## config.mk

```make
export PLATFORM = sky130hd
export DESIGN_NAME = ser_reg_slave
export DESIGN_NICKNAME = d
export VERILOG_FILES = /design/src/rtl/ser_reg_pkg.sv /design/src/rtl/line_filter.sv /design/src/rtl/bus_events.sv /design/src/rtl/reg_bank.sv /design/src/rtl/slv_fsm.sv /design/src/rtl/ser_reg_slave.sv
export SDC_FILE = /design/constraint.sdc
export NUM_CORES = 1
export LEC_CHECK = 0
export ABC_CLOCK_PERIOD_IN_PS = 6500
export BUFFER_PORTS_ARGS = -buffer_cell sky130_fd_sc_hd__buf_4
export CAP_MARGIN = 0
export CORE_MARGIN = 2
export CORE_UTILIZATION = 35
export DETAILED_ROUTE_END_ITERATION = 8
export RECOVER_POWER = 50
export SETUP_SLACK_MARGIN = 0.15
export SLEW_MARGIN = 20
export SYNTH_ARGS = -nofsm -noshare
export SYNTH_HDL_FRONTEND = slang
export SYNTH_SLANG_ARGS = --single-unit
```

## constraint.sdc

```tcl
create_clock -name clk -period 6.5 [get_ports clk]
set_input_delay 1.3 -clock clk [delete_from_list [all_inputs] [get_ports clk]]
set_output_delay 1.3 -clock clk [all_outputs]
set_load 0.02 [all_outputs]
```

## src/rtl/ser_reg_pkg.sv

```systemverilog
package ser_reg_pkg;

    typedef enum logic [3:0] {
        ST_IDLE,
        ST_ADDR,
        ST_ADDR_ACK,
        ST_PTR,
        ST_PTR_ACK,
        ST_WDATA,
        ST_WDATA_ACK,
        ST_RDATA,
        ST_RACK,
        ST_WAIT
    } slv_state_e;

    localparam int BYTE_W = 8;

endpackage

```

## src/rtl/line_filter.sv

```systemverilog
module line_filter #(
    parameter int FILT_LEN = 4
) (
    input  logic clk,
    input  logic rst_n,
    input  logic raw_in,
    output logic filt_out
);
    localparam int CW = $clog2(FILT_LEN + 1);

    logic          s1, s2;
    logic [CW-1:0] run_cnt;

    always_ff @(posedge clk or negedge rst_n) begin
        if (!rst_n) begin
            s1       <= 1'b1;
            s2       <= 1'b1;
            filt_out <= 1'b1;
            run_cnt  <= '0;
        end else begin
            s1 <= raw_in;
            s2 <= s1;
            if (s2 != filt_out) begin
                if (run_cnt == CW'(FILT_LEN - 1)) begin
                    filt_out <= s2;
                    run_cnt  <= '0;
                end else begin
                    run_cnt <= run_cnt + 1'b1;
                end
            end else begin
                run_cnt <= '0;
            end
        end
    end

    // A flip of the filtered line needs the synchronised value held for several cycles
    assert_filter_settled_R9: assert property (@(posedge clk) disable iff (!rst_n)
        (filt_out != $past(filt_out)) |-> ($past(s2, 2) == filt_out));

endmodule

```

## src/rtl/bus_events.sv

```systemverilog
module bus_events (
    input  logic clk,
    input  logic rst_n,
    input  logic scl_f,
    input  logic sda_f,
    output logic ev_start,
    output logic ev_stop,
    output logic ev_rise,
    output logic ev_fall
);
    logic scl_q, sda_q, start_this_high;
    logic stop_raw;

    always_ff @(posedge clk or negedge rst_n) begin
        if (!rst_n) begin
            scl_q           <= 1'b1;
            sda_q           <= 1'b1;
            start_this_high <= 1'b0;
        end else begin
            scl_q <= scl_f;
            sda_q <= sda_f;
            if (ev_start)
                start_this_high <= 1'b1;
            else if (ev_fall)
                start_this_high <= 1'b0;
        end
    end

    always_comb begin
        ev_start = scl_f && scl_q && sda_q && !sda_f;
        stop_raw = scl_f && scl_q && !sda_q && sda_f;
        ev_stop  = stop_raw && !start_this_high;
        ev_rise  = scl_f && !scl_q;
        ev_fall  = !scl_f && scl_q;
    end

endmodule

```

## src/rtl/reg_bank.sv

```systemverilog
module reg_bank #(
    parameter int NUM_REGS = 2,
    parameter int IDX_W    = 1
) (
    input  logic                  clk,
    input  logic                  rst_n,
    input  logic                  wr_en,
    input  logic [IDX_W-1:0]      wr_idx,
    input  logic [7:0]            wr_data,
    output logic [NUM_REGS*8-1:0] regs_flat
);
    for (genvar g = 0; g < NUM_REGS; g++) begin : g_reg
        logic [7:0] r;

        always_ff @(posedge clk or negedge rst_n) begin
            if (!rst_n)
                r <= 8'h00;
            else if (wr_en && wr_idx == IDX_W'(g))
                r <= wr_data;
        end

        assign regs_flat[g*8 +: 8] = r;

        // Write strobe aimed at this register stores the byte
        assert_write_lands_R4: assert property (@(posedge clk) disable iff (!rst_n)
            (wr_en && wr_idx == IDX_W'(g)) |=> (r == $past(wr_data)));
    end

    // Without a write strobe no register moves
    assert_regs_hold_R3: assert property (@(posedge clk) disable iff (!rst_n)
        !wr_en |=> $stable(regs_flat));

endmodule

```

## src/rtl/slv_fsm.sv

```systemverilog
module slv_fsm
    import ser_reg_pkg::*;
#(
    parameter int          NUM_REGS = 2,
    parameter int          IDX_W    = 1,
    parameter int          STRAP_W  = 2,
    parameter logic [6-STRAP_W:0] ADDR_HI = 5'b10010,
    parameter logic [7:0]  DUMMY    = 8'hFF
) (
    input  logic                  clk,
    input  logic                  rst_n,
    input  logic                  ev_start,
    input  logic                  ev_stop,
    input  logic                  ev_rise,
    input  logic                  ev_fall,
    input  logic                  sda_f,
    input  logic                  scl_f,
    input  logic [STRAP_W-1:0]    strap,
    input  logic [NUM_REGS*8-1:0] regs_flat,
    output logic                  wr_en,
    output logic [IDX_W-1:0]      wr_idx,
    output logic [7:0]            wr_data,
    output logic                  drive_low
);
    localparam logic [8:0] NREG9 = 9'(NUM_REGS);

    slv_state_e st;
    logic [3:0] bitcnt;
    logic [7:0] shreg;
    logic [7:0] ptr;
    logic       rw;
    logic       nack_q;
    logic       in_range;
    logic       byte_done;
    logic [7:0] rd_byte;
    logic [6:0] my_addr;

    always_comb begin
        my_addr   = {ADDR_HI, strap};
        in_range  = ({1'b0, ptr} < NREG9);
        rd_byte   = in_range ? regs_flat[{ptr[IDX_W-1:0], 3'b000} +: 8] : DUMMY;
        byte_done = ev_fall && (bitcnt == 4'd8);
        wr_en     = (st == ST_WDATA) && byte_done && in_range;
        wr_idx    = ptr[IDX_W-1:0];
        wr_data   = shreg;
    end

    // State register and datapath
    always_ff @(posedge clk or negedge rst_n) begin
        if (!rst_n) begin
            st     <= ST_IDLE;
            bitcnt <= '0;
            shreg  <= '0;
            ptr    <= '0;
            rw     <= 1'b0;
            nack_q <= 1'b1;
        end else if (ev_start) begin
            st     <= ST_ADDR;
            bitcnt <= '0;
        end else if (ev_stop) begin
            st <= ST_IDLE;
        end else begin
            unique case (st)
                ST_ADDR, ST_PTR, ST_WDATA: begin
                    if (ev_rise) begin
                        shreg  <= {shreg[6:0], sda_f};
                        bitcnt <= bitcnt + 4'd1;
                    end else if (byte_done) begin
                        bitcnt <= '0;
                        if (st == ST_ADDR) begin
                            if (shreg[7:1] == my_addr) begin
                                rw <= shreg[0];
                                st <= ST_ADDR_ACK;
                            end else begin
                                st <= ST_WAIT;
                            end
                        end else if (st == ST_PTR) begin
                            ptr <= shreg;
                            st  <= ST_PTR_ACK;
                        end else begin
                            ptr <= ptr + 8'd1;
                            st  <= ST_WDATA_ACK;
                        end
                    end
                end
                ST_ADDR_ACK: begin
                    if (ev_fall) begin
                        bitcnt <= '0;
                        if (rw) begin
                            shreg <= rd_byte;
                            st    <= ST_RDATA;
                        end else begin
                            st <= ST_PTR;
                        end
                    end
                end
                ST_PTR_ACK, ST_WDATA_ACK: begin
                    if (ev_fall) begin
                        bitcnt <= '0;
                        st     <= ST_WDATA;
                    end
                end
                ST_RDATA: begin
                    if (ev_rise) begin
                        bitcnt <= bitcnt + 4'd1;
                    end else if (ev_fall) begin
                        if (bitcnt == 4'd8) begin
                            bitcnt <= '0;
                            ptr    <= ptr + 8'd1;
                            st     <= ST_RACK;
                        end else begin
                            shreg <= {shreg[6:0], 1'b0};
                        end
                    end
                end
                ST_RACK: begin
                    if (ev_rise) begin
                        nack_q <= sda_f;
                    end else if (ev_fall) begin
                        if (!nack_q) begin
                            shreg <= rd_byte;
                            st    <= ST_RDATA;
                        end else begin
                            st <= ST_WAIT;
                        end
                    end
                end
                ST_IDLE, ST_WAIT: begin
                end
                default: st <= ST_IDLE;
            endcase
        end
    end

    // Output decode
    always_comb begin
        drive_low = 1'b0;
        unique case (st)
            ST_ADDR_ACK, ST_PTR_ACK, ST_WDATA_ACK: drive_low = 1'b1;
            ST_RDATA:                              drive_low = !shreg[7];
            default:                               drive_low = 1'b0;
        endcase
    end

    // Slave starts pulling SDA only while SCL is low
    assert_drive_rises_low_R11: assert property (@(posedge clk) disable iff (!rst_n)
        $rose(drive_low) |-> !scl_f);

    // Each accepted data byte steps the pointer by one
    assert_ptr_step_R4: assert property (@(posedge clk) disable iff (!rst_n)
        wr_en |=> (ptr == $past(ptr) + 8'd1));

    // A valid STOP always returns the machine to idle with SDA released
    assert_stop_releases_R3: assert property (@(posedge clk) disable iff (!rst_n)
        (ev_stop && !ev_start) |=> (st == ST_IDLE && !drive_low));

endmodule

```

## src/rtl/ser_reg_slave.sv

```systemverilog
module ser_reg_slave #(
    parameter int                 NUM_REGS = 2,
    parameter int                 FILT_LEN = 4,
    parameter int                 STRAP_W  = 2,
    parameter logic [6-STRAP_W:0] ADDR_HI  = 5'b10010,
    parameter logic [7:0]         DUMMY    = 8'hFF
) (
    input  logic                  clk,
    input  logic                  rst_n,
    input  logic                  scl_in,
    input  logic                  sda_in,
    input  logic [STRAP_W-1:0]    addr_strap,
    output logic                  sda_drive_low,
    output logic [NUM_REGS*8-1:0] regs_out
);
    localparam int IDX_W = (NUM_REGS > 1) ? $clog2(NUM_REGS) : 1;

    logic scl_f, sda_f;
    logic ev_start, ev_stop, ev_rise, ev_fall;
    logic             wr_en;
    logic [IDX_W-1:0] wr_idx;
    logic [7:0]       wr_data;

    line_filter #(.FILT_LEN(FILT_LEN)) u_scl_filt (
        .clk(clk), .rst_n(rst_n), .raw_in(scl_in), .filt_out(scl_f));

    line_filter #(.FILT_LEN(FILT_LEN)) u_sda_filt (
        .clk(clk), .rst_n(rst_n), .raw_in(sda_in), .filt_out(sda_f));

    bus_events u_events (
        .clk(clk), .rst_n(rst_n), .scl_f(scl_f), .sda_f(sda_f),
        .ev_start(ev_start), .ev_stop(ev_stop), .ev_rise(ev_rise), .ev_fall(ev_fall));

    slv_fsm #(
        .NUM_REGS(NUM_REGS), .IDX_W(IDX_W), .STRAP_W(STRAP_W),
        .ADDR_HI(ADDR_HI), .DUMMY(DUMMY)
    ) u_fsm (
        .clk(clk), .rst_n(rst_n),
        .ev_start(ev_start), .ev_stop(ev_stop), .ev_rise(ev_rise), .ev_fall(ev_fall),
        .sda_f(sda_f), .scl_f(scl_f), .strap(addr_strap), .regs_flat(regs_out),
        .wr_en(wr_en), .wr_idx(wr_idx), .wr_data(wr_data), .drive_low(sda_drive_low));

    reg_bank #(.NUM_REGS(NUM_REGS), .IDX_W(IDX_W)) u_bank (
        .clk(clk), .rst_n(rst_n), .wr_en(wr_en), .wr_idx(wr_idx),
        .wr_data(wr_data), .regs_flat(regs_out));

endmodule

```

==> After elaboration in Yosys (flattened, before gate mapping) <==
Index checks and enable logic that the tools add are counted.
{ "totals": {"ff_bits": 57} }
{ "op_classes": {"addsub": 4, "magnitude_cmp": 1, "n_eq_ne": 43, "shift": 1, "mux": 52, "bitwise": 4, "n_reduce_logical": 36} }
{ "op_table": {"columns": ["cell", "n"], "rows": [
  ["2-to-1 mux 8 bit", 17],
  ["2-to-1 mux 4 bit", 22],
  ["inequality test 4 x 3 -> 1 bit, second input constant", 9],
  ["one-hot mux 8 bit (4 select lines)", 1],
  ["one-hot mux 4 bit (6 select lines)", 1],
  ["== test 4 x 3 -> 1 bit, second input constant", 4],
  ["inequality test 2 bit, second input constant", 8],
  ["one-hot mux 8 bit (2 select lines)", 1],
  ["indexed part select 16 x 5 -> 8 bit", 1],
  ["2-to-1 mux 3 bit", 5],
  ["logical AND 1 bit", 13],
  ["== test 4 bit, second input constant", 3],
  ["inequality test 2 x 1 -> 1 bit, second input constant", 6],
  ["inequality test 4 bit, second input constant", 3],
  ["one-hot mux 4 bit (3 select lines)", 1],
  ["AND reduction 12 bit", 1],
  ["AND reduction 10 bit", 1],
  ["AND reduction 9 bit", 1],
  ["adder 8 x 1 -> 8 bit, second input constant", 1],
  ["== test 4 x 2 -> 1 bit, second input constant", 2],
  ["< comparator 8 x 2 -> 1 bit, second input constant", 1],
  ["nonzero test 4 bit", 2],
  ["== test 7 bit", 1],
  ["AND reduction 7 bit", 1],
  ["19 further kinds", 35]
]} }

==> Logic depth before layout (Yosys ltp) <==
Gate-level depths: netlist of the first run.
{ "depth": {"ltp_word": 8, "ltp_mapped": 8} }

==> By module <==
Synthesis of the first run repeated with hierarchy kept, for this count alone.
{ "unflattened": {"hier_cells": 292, "area_unflattened_um2": 3156.8} }
{ "modules_own_cells": {"columns": ["mod", "instances", "cells_each", "area_per_inst_um2", "seq_area_each_um2"], "rows": [
  ["slv_fsm", 1, 220, 1941.9, 651.9],
  ["reg_bank", 1, 35, 641.9, 400.4],
  ["line_filter", 2, 13, 220.2, 153.9],
  ["bus_events", 1, 11, 132.6, 77.6]
]} }

==> Worst setup path before layout of the first run <==
No wires, ideal clock.
{ "synth_path": {"kind": "reg2out", "start": "register u_fsm.st[2]", "end": "output sda_drive_low", "t_arrival_ns": 1.210, "t_required_ns": 5.200, "setup_slack_ns": 3.990, "stages_incl_launch_ff": 5, "path_cell_list": "dfrtp_1 -> clkbuf_1 -> clkbuf_1 -> a22oi_1 -> nor2_1"} }
{ "synth_via": {"elab_chain_len": 3, "elab_cells_between_ends": 6} }
{ "synth_lines": {"columns": ["item", "line_no", "rtl"], "rows": [
  ["start: declaration", "slv_fsm.sv:27", "slv_state_e st;"],
  ["start signal: assignment", "slv_fsm.sv:51", "st <= ST_IDLE;"],
  ["start signal: assignment", "slv_fsm.sv:58", "st <= ST_ADDR;"],
  ["start signal: assignment", "slv_fsm.sv:61", "st <= ST_IDLE;"],
  ["== test 4 x 2 -> 1 bit / == test 4 x 3 -> 1 bit (equally long branches)", "slv_fsm.sv:138", "unique case (st)"],
  ["OR reduction 3 bit (no source line)", null, null],
  ["one-hot mux 1 bit (2 select lines) (*)", "slv_fsm.sv:138", null],
  ["end: declaration", "ser_reg_slave.sv:13", "output logic sda_drive_low,"]
]} }
Mark *: on every way between the ends. The rest lies on a longest branch, timed or not.

==> metrics.txt, run 1 <==
Setup-failing EPs final 0; Power Dens Cells 304 mW/mm2; Critical Path End Type async pin; Worst setup SP type input pin; post-placement cell count 414; Hold Crit Class reg -> reg; CTS Sinks 57; slowest stage delay, CP 2.13 ns; crit path max fanout 57; DRC viols 0; via/cell ratio 5.53; drt wl/cell between 15 and 20 um; Port Buffer Count 22; Critical-path top delay cell clkbuf_1; WP data arrival 3.49 ns; Max Freq 268 MHz; total gr overflow 0; Root Driver clkbuf_8; placed instance area 0.00335 mm2; RSZ-0062 raised after global routing false; share of the synthesized area in the top cell type 38.5%; Synth Instances 299; Top FF cell, synth dfrtp_1; crit path kind in -> async; Setup Skew 0.0135 ns; deepest clock path buffer count 2; number of synthesized flops with an enable pin 0; Post-Syn Nets 313; violated checks capacitance limit, slew limit; hold_sp u_scl_filt.s1$_DFF_PN1_; asr flop ratio synth between 90% and 100%; post-layout min period approximately 3.7 ns; Leak 1.56 nW; CP bufs+invs 1; via count 2379; clk slew on worst S/H paths 0.07 ns; crit-path cells clkbuf_1; outcome complete, but fails checks; layout cell share with drive strength beyond 1 25.8%; CTS H-tree depth 3; R2R Path Start u_scl_filt.filt_out$_DFFE_PN1P_; Critical Path Start rst_n; actual slew at the worst max-slew pin 3.08 ns; Max-Cap Viols 1; Post-Route WL 6.74 mm; io pins 23; final cell count without fillers 430; Worst slew margin -105%; 1st-iter DRT viols 123; initial antenna violation count 0; Tcrit/Tclk final 57.4%; Initial Util between 30% and 40%; worst skew pair latency 0.34 ns; Final Net Count 331; Required @ worst endpoint between 6 and 7 ns; Distinct cells, synth 52; Slew Limit Fails 58; Final Hold Violating Endpoints 0; synth top area cells dfrtp_1, mux2_2, dfstp_2, ha_1, a21oi_1; VDD IR-drop max 141 uV; Largest delay share family, worst path buffers and inverters; leading area contributor after synthesis dfrtp_1; GP Congestion between 0.8 and 0.9; Non-Filler Cell Area, Final 0.00360 mm2; die area 0.00968 mm2; Area Growth Syn to Fin 15.5%; Core Region 0.00868 mm2; die height roughly 98 um; synth warn 0; Site Rows 34; largest net degree at the start of global routing slightly below 60; die width just under 100 um; # Post-CTS Setup Buffers 0; hpwl dp between 4 and 5 mm; CTS buffer count 9; Post-DRT Antenna Nets 0; syn avg cell area 10.4 um2; number of hold buffers added after cts 0; global-route wire length before repair 11.6 mm; CTS resizes 0; 1st-pass router iterations 4; vias in the first global route approximately 2400; Post-Syn Area between 0.003 and 0.004 mm2; Fin Setup TNS 0 ns; overall global routing resource usage 15.0%; # diodes 0; CTS tree yes; sequential area share after synthesis approximately 46%; Synth Register Bits 57
## final cells by class
cell class | count | area [um2]
fillers | 850 | 5080
multi-input cells | 215 | 1570
flip-flops and latches | 57 | 1440
repair buffers | 22 | 161
clock buffers | 12 | 155
well taps | 108 | 135
clock inverters | 4 | 98.8
inverters | 12 | 45.0
## cells by family (layout without fill, tap and decap cells)
group,after synthesis,count (layout),share of synthesized area [%]
buf+inv,27,50,3.61
compound gates,73,73,15.1
simple gates,90,90,16.9
fa+ha+maj,8,8,3.21
xor+xnor,5,5,1.40
mux,39,39,13.7
flops,57,57,46.1
## metal layers
layer | global-route usage [%] | wire (um) | vias up
li1 | - | - | 1130
met1 | 19.8 | 3170 | 1185
met2 | 22.7 | 3190 | 51
met3 | 3.65 | 246 | 13
met4 | 8.01 | 131 | 0
met5 | 0 | 0 | -
## cells in the mapped netlist, types with 6 or more instances
master,n
dfrtp_1,48
mux2_2,30
nor2_1,23
a21oi_1,19
o21ai_0,18
nand2_1,14
inv_1,12
nand3_1,12
dfstp_2,9
mux2i_1,9
a31oi_1,8
ha_1,8
o22a_1,8
clkbuf_1,7
buf_2,6
nor2b_1,6
## metrics by stage
stage | util, % | setup WS (ns) | power (mW) | hold WS, ns
finish | 41.5 | 2.77 | 1.10 | 0.347
detailed placement | 38.6 | 3.81 | 0.686 | 0.350
floorplan | - | 3.99 | 0.625 | 0.345
global route | 41.5 | 2.11 | 1.17 | 0.349
CTS | 41.5 | 3.43 | 1.11 | 0.351
global placement | 38.6 | 3.86 | 0.681 | 0.347
## state kept, by name, indices dropped and copies added (netlist names)
| register | flops |
|---|---|
| u_bank.g.r | 16 |
| u_fsm.ptr | 8 |
| u_fsm.wr_data | 8 |
| u_fsm.bitcnt | 4 |
| u_fsm.st | 4 |
| u_scl_filt.run_cnt | 3 |
| u_sda_filt.run_cnt | 3 |
| u_events.scl_q | 1 |
| u_events.sda_q | 1 |
| u_events.start_this_high | 1 |
| u_fsm.nack_q | 1 |
| u_fsm.rw | 1 |
| u_scl_filt.filt_out | 1 |
| u_scl_filt.s1 | 1 |
| u_scl_filt.s2 | 1 |
| u_sda_filt.filt_out | 1 |
| u_sda_filt.s1 | 1 |
| u_sda_filt.s2 | 1 |
## cell usage in the layout, fill, tap and decap left out, types with 4 or more instances in the layout
cell / netlist / final
a31oi_1: 8 / 8
nand4_1: 4 / 4
a21oi_1: 19 / 19
nand2_1: 14 / 14
o21ai_0: 18 / 18
and3_1: 4 / 4
ha_1: 8 / 8
nand3_1: 12 / 12
dfstp_2: 9 / 7
nor2_1: 23 / 23
nor3_1: 5 / 5
inv_1: 12 / 12
mux2i_1: 9 / 9
dfrtp_1: 48 / 48
clkbuf_8: 0 / 11
mux2_2: 30 / 30
o22a_1: 8 / 8
xnor2_1: 5 / 5
o31ai_1: 4 / 4
buf_4: 1 / 19
nor2b_1: 6 / 6
nand2b_1: 4 / 4
## path summary, 6_finish.rpt
check                      slack [ns]                          endpoint  depth (start not counted)
min                              0.35           u_scl_filt.s2$_DFF_PN1_                          0
max in group clk                 3.42                     sda_drive_low                          5
min reg2reg                      0.35           u_scl_filt.s2$_DFF_PN1_                          0
max                              2.77  u_bank.g_reg[0].r[7]$_DFFE_PN0P_                          1
min in group asynchronous        1.98   u_scl_filt.run_cnt[0]$_DFF_PN0_                          1
max reg2reg                      3.92      u_fsm.wr_data[5]$_DFFE_PN0P_                          6
## power breakdown
group | switching (mW) | internal (mW)
clock network | 0.141 | 0.276
registers | 0.0490 | 0.399
logic | 0.131 | 0.0996
total | 0.321 | 0.775
No activity file was read; power rests on OpenSTA's default activity.
==> run 2, diff against run 1 <==
--- a/config.mk
+++ b/config.mk
@@ -5,7 +5,7 @@
 export SDC_FILE = /design/constraint.sdc
 export NUM_CORES = 1
 export LEC_CHECK = 0
-export ABC_CLOCK_PERIOD_IN_PS = 6500
+export ABC_CLOCK_PERIOD_IN_PS = 3100
 export BUFFER_PORTS_ARGS = -buffer_cell sky130_fd_sc_hd__buf_4
 export CAP_MARGIN = 0
 export CORE_MARGIN = 2
==> constraint.sdc (replaced) <==
create_clock -name clk -period 3.1 [get_ports clk]
set_input_delay 0.62 -clock clk [delete_from_list [all_inputs] [get_ports clk]]
set_output_delay 0.62 -clock clk [all_outputs]
set_load 0.02 [all_outputs]
==> run 2 against run 1 <==
The flow now finishes without violations. Sequential power increased by 110%. Flip-flop and latch count unchanged. Routed wire length decreased by 1.4%. First-iteration DRC count increased by 15%. Worst setup slack got worse by 2.2 ns. Global-route usage decreased by 0.86 points. Hold slack improved by 0.0084 ns. Die area unchanged. Clock power increased by 88%. Sequential share of layout area increased by 0.27 points. Final area decreased by 0.66%.
==> metrics.txt, run 2 (synthesized netlist as in run 1, its figures left out) <==
Non-Filler Cell Area, Final 0.00358 mm2 (was 0.00360 mm2); 1st-iter DRT viols 142 (was 123); reg2reg end u_fsm.wr_data[2]$_DFFE_PN0P_ (was u_fsm.wr_data[5]$_DFFE_PN0P_); Max Freq ~390 MHz; Critical-path top delay cell nor4b_4 (was clkbuf_1); CTS buffer count 9 (unchanged); P_sw 675 uW (was 321 uW); via count 2351 (was 2379); Port Buffer Count 22 (unchanged); GP Congestion 0.877 (was 0.806); crit-path cells ha_1, inv_1, a22oi_1, a211oi_1, nor4b_4, mux2_2 (was clkbuf_1); global-route wire length before repair 11.0 mm (was 11.6 mm); CTS tree yes (unchanged); Setup Skew 0.00739 ns (was 0.0135 ns); Sequential Power Share 42.5% (was 40.9%); total gr overflow 0 (unchanged); Root Driver clkbuf_8 (unchanged); Combinational Power Share 22.0% (was 21.0%); vias in the first global route 2165 (was 2399); CP bufs+invs 1 (unchanged); Leak 1.55 nW (was 1.56 nW); hpwl dp 4.57 mm (was 4.56 mm); die height 98.4 um (unchanged); DRC viols 0 (unchanged); RSZ-0062 raised after global routing false (unchanged); Critical Path Start u_scl_filt.filt_out$_DFFE_PN1P_ (was rst_n); commonest non-fill, non-tap cell in the layout dfrtp_1 (unchanged); Area Growth Syn to Fin 14.7% (was 15.5%); 1st-pass router iterations 4 (unchanged); Post-DRT Antenna Nets 0 (unchanged); Tcrit/Tclk final between 80% and 90%; Final Hold Violating Endpoints 0 (unchanged); overall global routing resource usage 14.1% (was 15.0%); via/cell ratio 5.47 (was 5.53); Top reg by flops u_bank.g.r (unchanged); Power Internal 1.54 mW (was 775 uW); clock share of power 35.5% (was 38.1%); crit path max fanout 10 (was 57); WP data arrival 2.77 ns (was 3.49 ns); Core Region 0.00868 mm2 (unchanged); Post-Route WL 6.64 mm (was 6.74 mm); VDD IR-drop max 292 uV (was 141 uV); CTS Sinks 57 (unchanged); Final Util 41.2% (was 41.5%); R2R setup slack 0.54 ns (was 3.92 ns); Max-Cap Viols 0 (was 1); Fin Setup TNS 0 ns (unchanged); CTS resizes 0 (unchanged); drt wl/cell 15.4 um (was 15.7 um); Largest delay share family, worst path simple AND/OR/NAND/NOR gates (was buffers and inverters); Multi-input gate area 0.00157 mm2 (unchanged); most frequent cells in the layout dfrtp_1, mux2_2, nor2_1, a21oi_1, buf_4 (unchanged); slowest stage delay, CP 0.62 ns (was 2.13 ns); post-layout min period 2.56 ns; # Post-CTS Setup Buffers 0 (unchanged); Initial Util 35.9% (unchanged); Crit path depth 6 (was 1); crit path kind reg -> reg (was in -> async); Required @ worst endpoint 3.31 ns (was 6.26 ns); die area 0.00968 mm2 (unchanged); Hold Crit Class reg -> reg (unchanged); layout cell share with drive strength beyond 1 26.4% (was 25.8%); largest net degree at the start of global routing 58 (unchanged); outcome completed (was complete, but fails checks); max FFs per register 16 (unchanged); crit path to u_fsm.wr_data[2]$_DFFE_PN0P_ (was u_bank.g_reg[0].r[7]$_DFFE_PN0P_); clk slew on worst S/H paths 0.06 ns (was 0.07 ns); initial antenna violation count 0 (unchanged); number of hold buffers added after cts 0 (unchanged); register area 0.00144 mm2 (unchanged); Final Net Count 331 (unchanged); sw frac 30.5% (was 29.3%); actual slew at the worst max-slew pin 1.41 ns (was 3.08 ns); io pins 23 (unchanged); deepest clock path buffer count 2 (unchanged); die width 98.4 um (unchanged); worst r2r path cells 6 (unchanged); # diodes 0 (unchanged); filler cell count in the final layout 875 (was 850); worst skew pair latency 0.33 ns (was 0.34 ns); Setup-failing EPs final 0 (unchanged); Worst slew margin 5.92% (was -105%); CTS H-tree depth 3 (unchanged); R2R Path Start u_scl_filt.filt_out$_DFFE_PN1P_ (unchanged); Critical Path End Type flip-flop (was async pin); Site Rows 34 (unchanged); Slew Limit Fails 0 (was 58); placed instance area 0.00335 mm2 (unchanged); Worst setup SP type flip-flop (was input pin); Power Dens Cells 619 mW/mm2 (was 304 mW/mm2)
run 2: cell types whose count changed in the layout (fill, tap and decap cells not counted), sizes merged:
cell	previous run	this run
clkinv	1	2
bufinv	3	2
clkbuf	15	14
clkinvlp	0	1
run 2: area by class of cell:
cell class	count	share of cell area (%)
inverter	12	1.26
sequential	57	40.2
timing repair buffer	22	4.55
multi-input combinational	215	43.8
tap	108	3.78
clock buffer	11	4.23
clock inverter	5	2.17
run 2: stage by stage:
step | std cells | hold WS [ns] | setup WS, ns | power (mW)
4_1_cts | 430 | 0.357 | 0.575 | 2.25
2_1_floorplan | 299 | 0.324 | 0.897 | 1.31
3_5_place_dp | 414 | 0.347 | 0.631 | 1.44
3_3_place_gp | 414 | 0.346 | 0.693 | 1.43
6_report | 430 | 0.356 | 0.540 | 2.21
5_1_grt | 430 | 0.358 | 0.365 | 2.34
run 2: how the worst min path moves through the flow:
| stage | slack [ns] | from | endpoint | depth (start not counted) |
|---|---|---|---|---|
| after floorplan | 0.32 | rst_n | u_bank.g_reg[0].r[0]$_DFFE_PN0P_ | 0 |
| after global placement | 0.35 | u_sda_filt.s1$_DFF_PN1_ | u_sda_filt.s2$_DFF_PN1_ | 0 |
| after detailed placement | 0.35 | u_sda_filt.s1$_DFF_PN1_ | u_sda_filt.s2$_DFF_PN1_ | 0 |
| after CTS | 0.36 | u_sda_filt.s1$_DFF_PN1_ | u_sda_filt.s2$_DFF_PN1_ | 0 |
| after global routing | 0.36 | u_scl_filt.s1$_DFF_PN1_ | u_scl_filt.s2$_DFF_PN1_ | 0 |
| final | 0.36 | u_sda_filt.s1$_DFF_PN1_ | u_sda_filt.s2$_DFF_PN1_ | 0 |
run 2: power by group through the flow:
| stage | clock [mW] | sequential [mW] | combinational [mW] |
|---|---|---|---|
| 2_1_floorplan | 0 | 0.907 | 0.403 |
| 3_3_place_gp | 0 | 0.956 | 0.474 |
| 3_5_place_dp | 0 | 0.961 | 0.484 |
| 4_1_cts | 0.817 | 0.946 | 0.488 |
| 5_1_grt | 0.844 | 0.955 | 0.542 |
| 6_report | 0.786 | 0.942 | 0.486 |
run 2: routing by layer:
layer,GRT usage [%],vias up,wire length (um)
met5,0,-,0
met4,5.06,0,108
met3,3.44,6,223
met2,21.3,45,3050
met1,19.8,1174,3260
li1,-,1126,-
==> run 3, diff against run 2 <==
--- a/config.mk
+++ b/config.mk
@@ -5,7 +5,7 @@
 export SDC_FILE = /design/constraint.sdc
 export NUM_CORES = 1
 export LEC_CHECK = 0
-export ABC_CLOCK_PERIOD_IN_PS = 3100
+export ABC_CLOCK_PERIOD_IN_PS = 2640
 export BUFFER_PORTS_ARGS = -buffer_cell sky130_fd_sc_hd__buf_4
 export CAP_MARGIN = 0
 export CORE_MARGIN = 2
==> constraint.sdc (replaced) <==
create_clock -name clk -period 2.64 [get_ports clk]
set_input_delay 0.528 -clock clk [delete_from_list [all_inputs] [get_ports clk]]
set_output_delay 0.528 -clock clk [all_outputs]
set_load 0.02 [all_outputs]
==> run 3 against run 2 <==
Count of clock-buffer cells in the layout down 2. First-iteration DRC count decreased by 3.5%. Die area unchanged. Sequential share of layout area fell by 0.39 points. Core utilization up 0.40 points. Register-to-register slack got worse by 0.25 ns. Power rose by 17%. Critical path depth up 1. Clock skew up 0.0038 ns. Sequential power is 18% higher. Worst setup slack got worse by 0.25 ns.
==> metrics.txt, run 3 (synthesized netlist as in run 1, its figures left out) <==
Port Buffer Count 22 (unchanged); global-route wire length before repair 11.6 mm (was 11.0 mm); Setup Skew 0.0112 ns (was 0.00739 ns); Power Internal 1.76 mW (was 1.54 mW); via/cell ratio 5.40 (was 5.47); Max-Cap Viols 0 (unchanged); 1st-pass router iterations 4 (unchanged); DP Worst Slack 0.356 ns (was 0.631 ns); worst skew pair latency 0.35 ns (was 0.33 ns); final cell count without fillers 436 (was 430); layout cell share with drive strength beyond 1 27.7% (was 26.4%); vias in the first global route 2351 (was 2165); die height 98.4 um (unchanged); WP data arrival 2.58 ns (was 2.77 ns); crit path kind reg -> reg (unchanged); GP Congestion 0.906 (was 0.877); drt wl/cell 15.3 um (was 15.4 um); post-placement cell count 420 (was 414); placed instance area 0.00339 mm2 (was 0.00335 mm2); Setup-failing EPs final 0 (unchanged); io pins 23 (unchanged); largest net degree at the start of global routing 58 (unchanged); overall global routing resource usage 14.9% (was 14.1%); Initial Util 35.9% (unchanged); slowest stage delay, CP 0.61 ns (was 0.62 ns); # Post-CTS Setup Buffers 0 (unchanged); Final Util 41.6% (was 41.2%); met1 usage 20.6% (was 19.8%); P_sw 822 uW (was 675 uW); total power 2.59 mW (was 2.21 mW); Slew Limit Fails 0 (unchanged); Critical-path top delay cell dfstp_1 (was nor4b_4); CTS buffer count 9 (unchanged); most frequent cells in the layout dfrtp_1, mux2_2, buf_4, nor2_1, a21oi_1 (was dfrtp_1, mux2_2, nor2_1, a21oi_1, buf_4); DRC viols 0 (unchanged); Power Dens Cells 716 mW/mm2 (was 619 mW/mm2); Tcrit/Tclk final 89.2% (was 82.6%); Non-Filler Cell Area, Final 0.00361 mm2 (was 0.00358 mm2); number of hold buffers added after cts 0 (unchanged); Worst slew margin 5.25% (was 5.92%); RSZ-0062 raised after global routing false (unchanged); Worst setup SP type flip-flop (unchanged); Core Region 0.00868 mm2 (unchanged); worst hold slack 0.292 ns (was 0.356 ns); CTS H-tree depth 3 (unchanged); # diodes 0 (unchanged); met3 usage in global routing 4.58% (was 3.44%); 1st-iter DRT viols 137 (was 142); commonest non-fill, non-tap cell in the layout dfrtp_1 (unchanged); crit path max fanout 10 (unchanged); clk slew on worst S/H paths 0.07 ns (was 0.06 ns); CTS tree yes (unchanged); actual slew at the worst max-slew pin 1.42 ns (was 1.41 ns); fin worst setup slack 0.285 ns (was 0.540 ns); initial antenna violation count 0 (unchanged); Area Growth Syn to Fin 15.9% (was 14.7%); via count 2356 (was 2351); Critical Path End Type flip-flop (unchanged); Leak 1.58 nW (was 1.55 nW); clock share of power 35.2% (was 35.5%); busiest grt layer met2 (unchanged); hpwl dp 4.55 mm (was 4.57 mm); Post-Route WL 6.65 mm (was 6.64 mm); CTS Sinks 57 (unchanged); Root Driver clkbuf_8 (unchanged); Top reg by flops u_bank.g.r (unchanged); Sequential Power Share 42.9% (was 42.5%); Combinational Power Share 21.9% (was 22.0%); Required @ worst endpoint 2.87 ns (was 3.31 ns); CTS resizes 0 (unchanged); Final Hold Violating Endpoints 0 (unchanged); filler cell count in the final layout 859 (was 875); Fin Setup TNS 0 ns (unchanged); outcome completed (unchanged); Final Net Count 337 (was 331); sw frac 31.8% (was 30.5%); Hold Crit Class in -> reg (was reg -> reg); max FFs per register 16 (unchanged); VDD IR-drop max 249 uV (was 292 uV); Max Freq 425 MHz (was 391 MHz); die area 0.00968 mm2 (unchanged); met2 Resource Use GR 21.8% (was 21.3%); Site Rows 34 (unchanged); Post-DRT Antenna Nets 0 (unchanged); total gr overflow 0 (unchanged); die width 98.4 um (unchanged); deepest clock path buffer count 2 (unchanged); crit-path cells ha_1, inv_1, a22oi_1, a211oi_1, nor4b_4, buf_4, mux2_2 (was ha_1, inv_1, a22oi_1, a211oi_1, nor4b_4, mux2_2); post-layout min period 2.36 ns (was 2.56 ns)
-- run 3: cell types whose count changed in the layout (fill, tap and decap cells not counted) --
cell	before	now
buf_4	19	25
clkbuf_8	11	9
clkinv_4	0	2
-- run 3: area by class of cell --
cell class	count	area, um2	share of cell area [%]
clock buffer	9	124	3.43
multi-input combinational	215	1570	43.4
clock inverter	7	95.1	2.63
inverter	12	45.0	1.25
timing repair buffer	28	208	5.75
sequential	57	1440	39.8
tap	108	135	3.74
-- run 3: power by group through the flow --
stage	combinational (mW)	sequential, mW	clock, mW
global route	0.638	1.12	0.972
detailed placement	0.565	1.13	0
floorplan	0.474	1.07	0
CTS	0.567	1.11	0.934
global placement	0.566	1.12	0
finish	0.567	1.11	0.910
-- run 3: per-layer routing --
metal	up-vias	wire length [um]
li1	1146	-
met4	0	103
met3	10	241
met1	1158	3180
met5	-	0
met2	42	3120
-- run 3: worst paths after layout --
path                                            startpoint  slack (ns)                         endpoint  cells past startpoint
setup / recovery           u_scl_filt.filt_out$_DFFE_PN1P_        0.28     u_fsm.wr_data[1]$_DFFE_PN0P_                      7
max in group asynchronous                            rst_n        1.27         u_fsm.ptr[0]$_DFFE_PN0P_                      1
hold reg to reg                    u_scl_filt.s1$_DFF_PN1_        0.35          u_scl_filt.s2$_DFF_PN1_                      0
min in group asynchronous                            rst_n        0.51  u_scl_filt.run_cnt[0]$_DFF_PN0_                      1
setup reg to reg           u_scl_filt.filt_out$_DFFE_PN1P_        0.28     u_fsm.wr_data[1]$_DFFE_PN0P_                      7
hold / removal                                      sda_in        0.29          u_sda_filt.s1$_DFF_PN1_                      1
-- run 3: critical path: cells and delay by family (launching register included) --
kind | cells | cell delay (ns)
flip-flops | 1 | 0.61
AO/OA/AOI/OAI | 2 | 0.29
multiplexers | 1 | 0.34
AND/OR/NAND/NOR | 1 | 0.28
adder cells (fa/ha/maj) | 1 | 0.40
buffers and inverters | 2 | 0.31
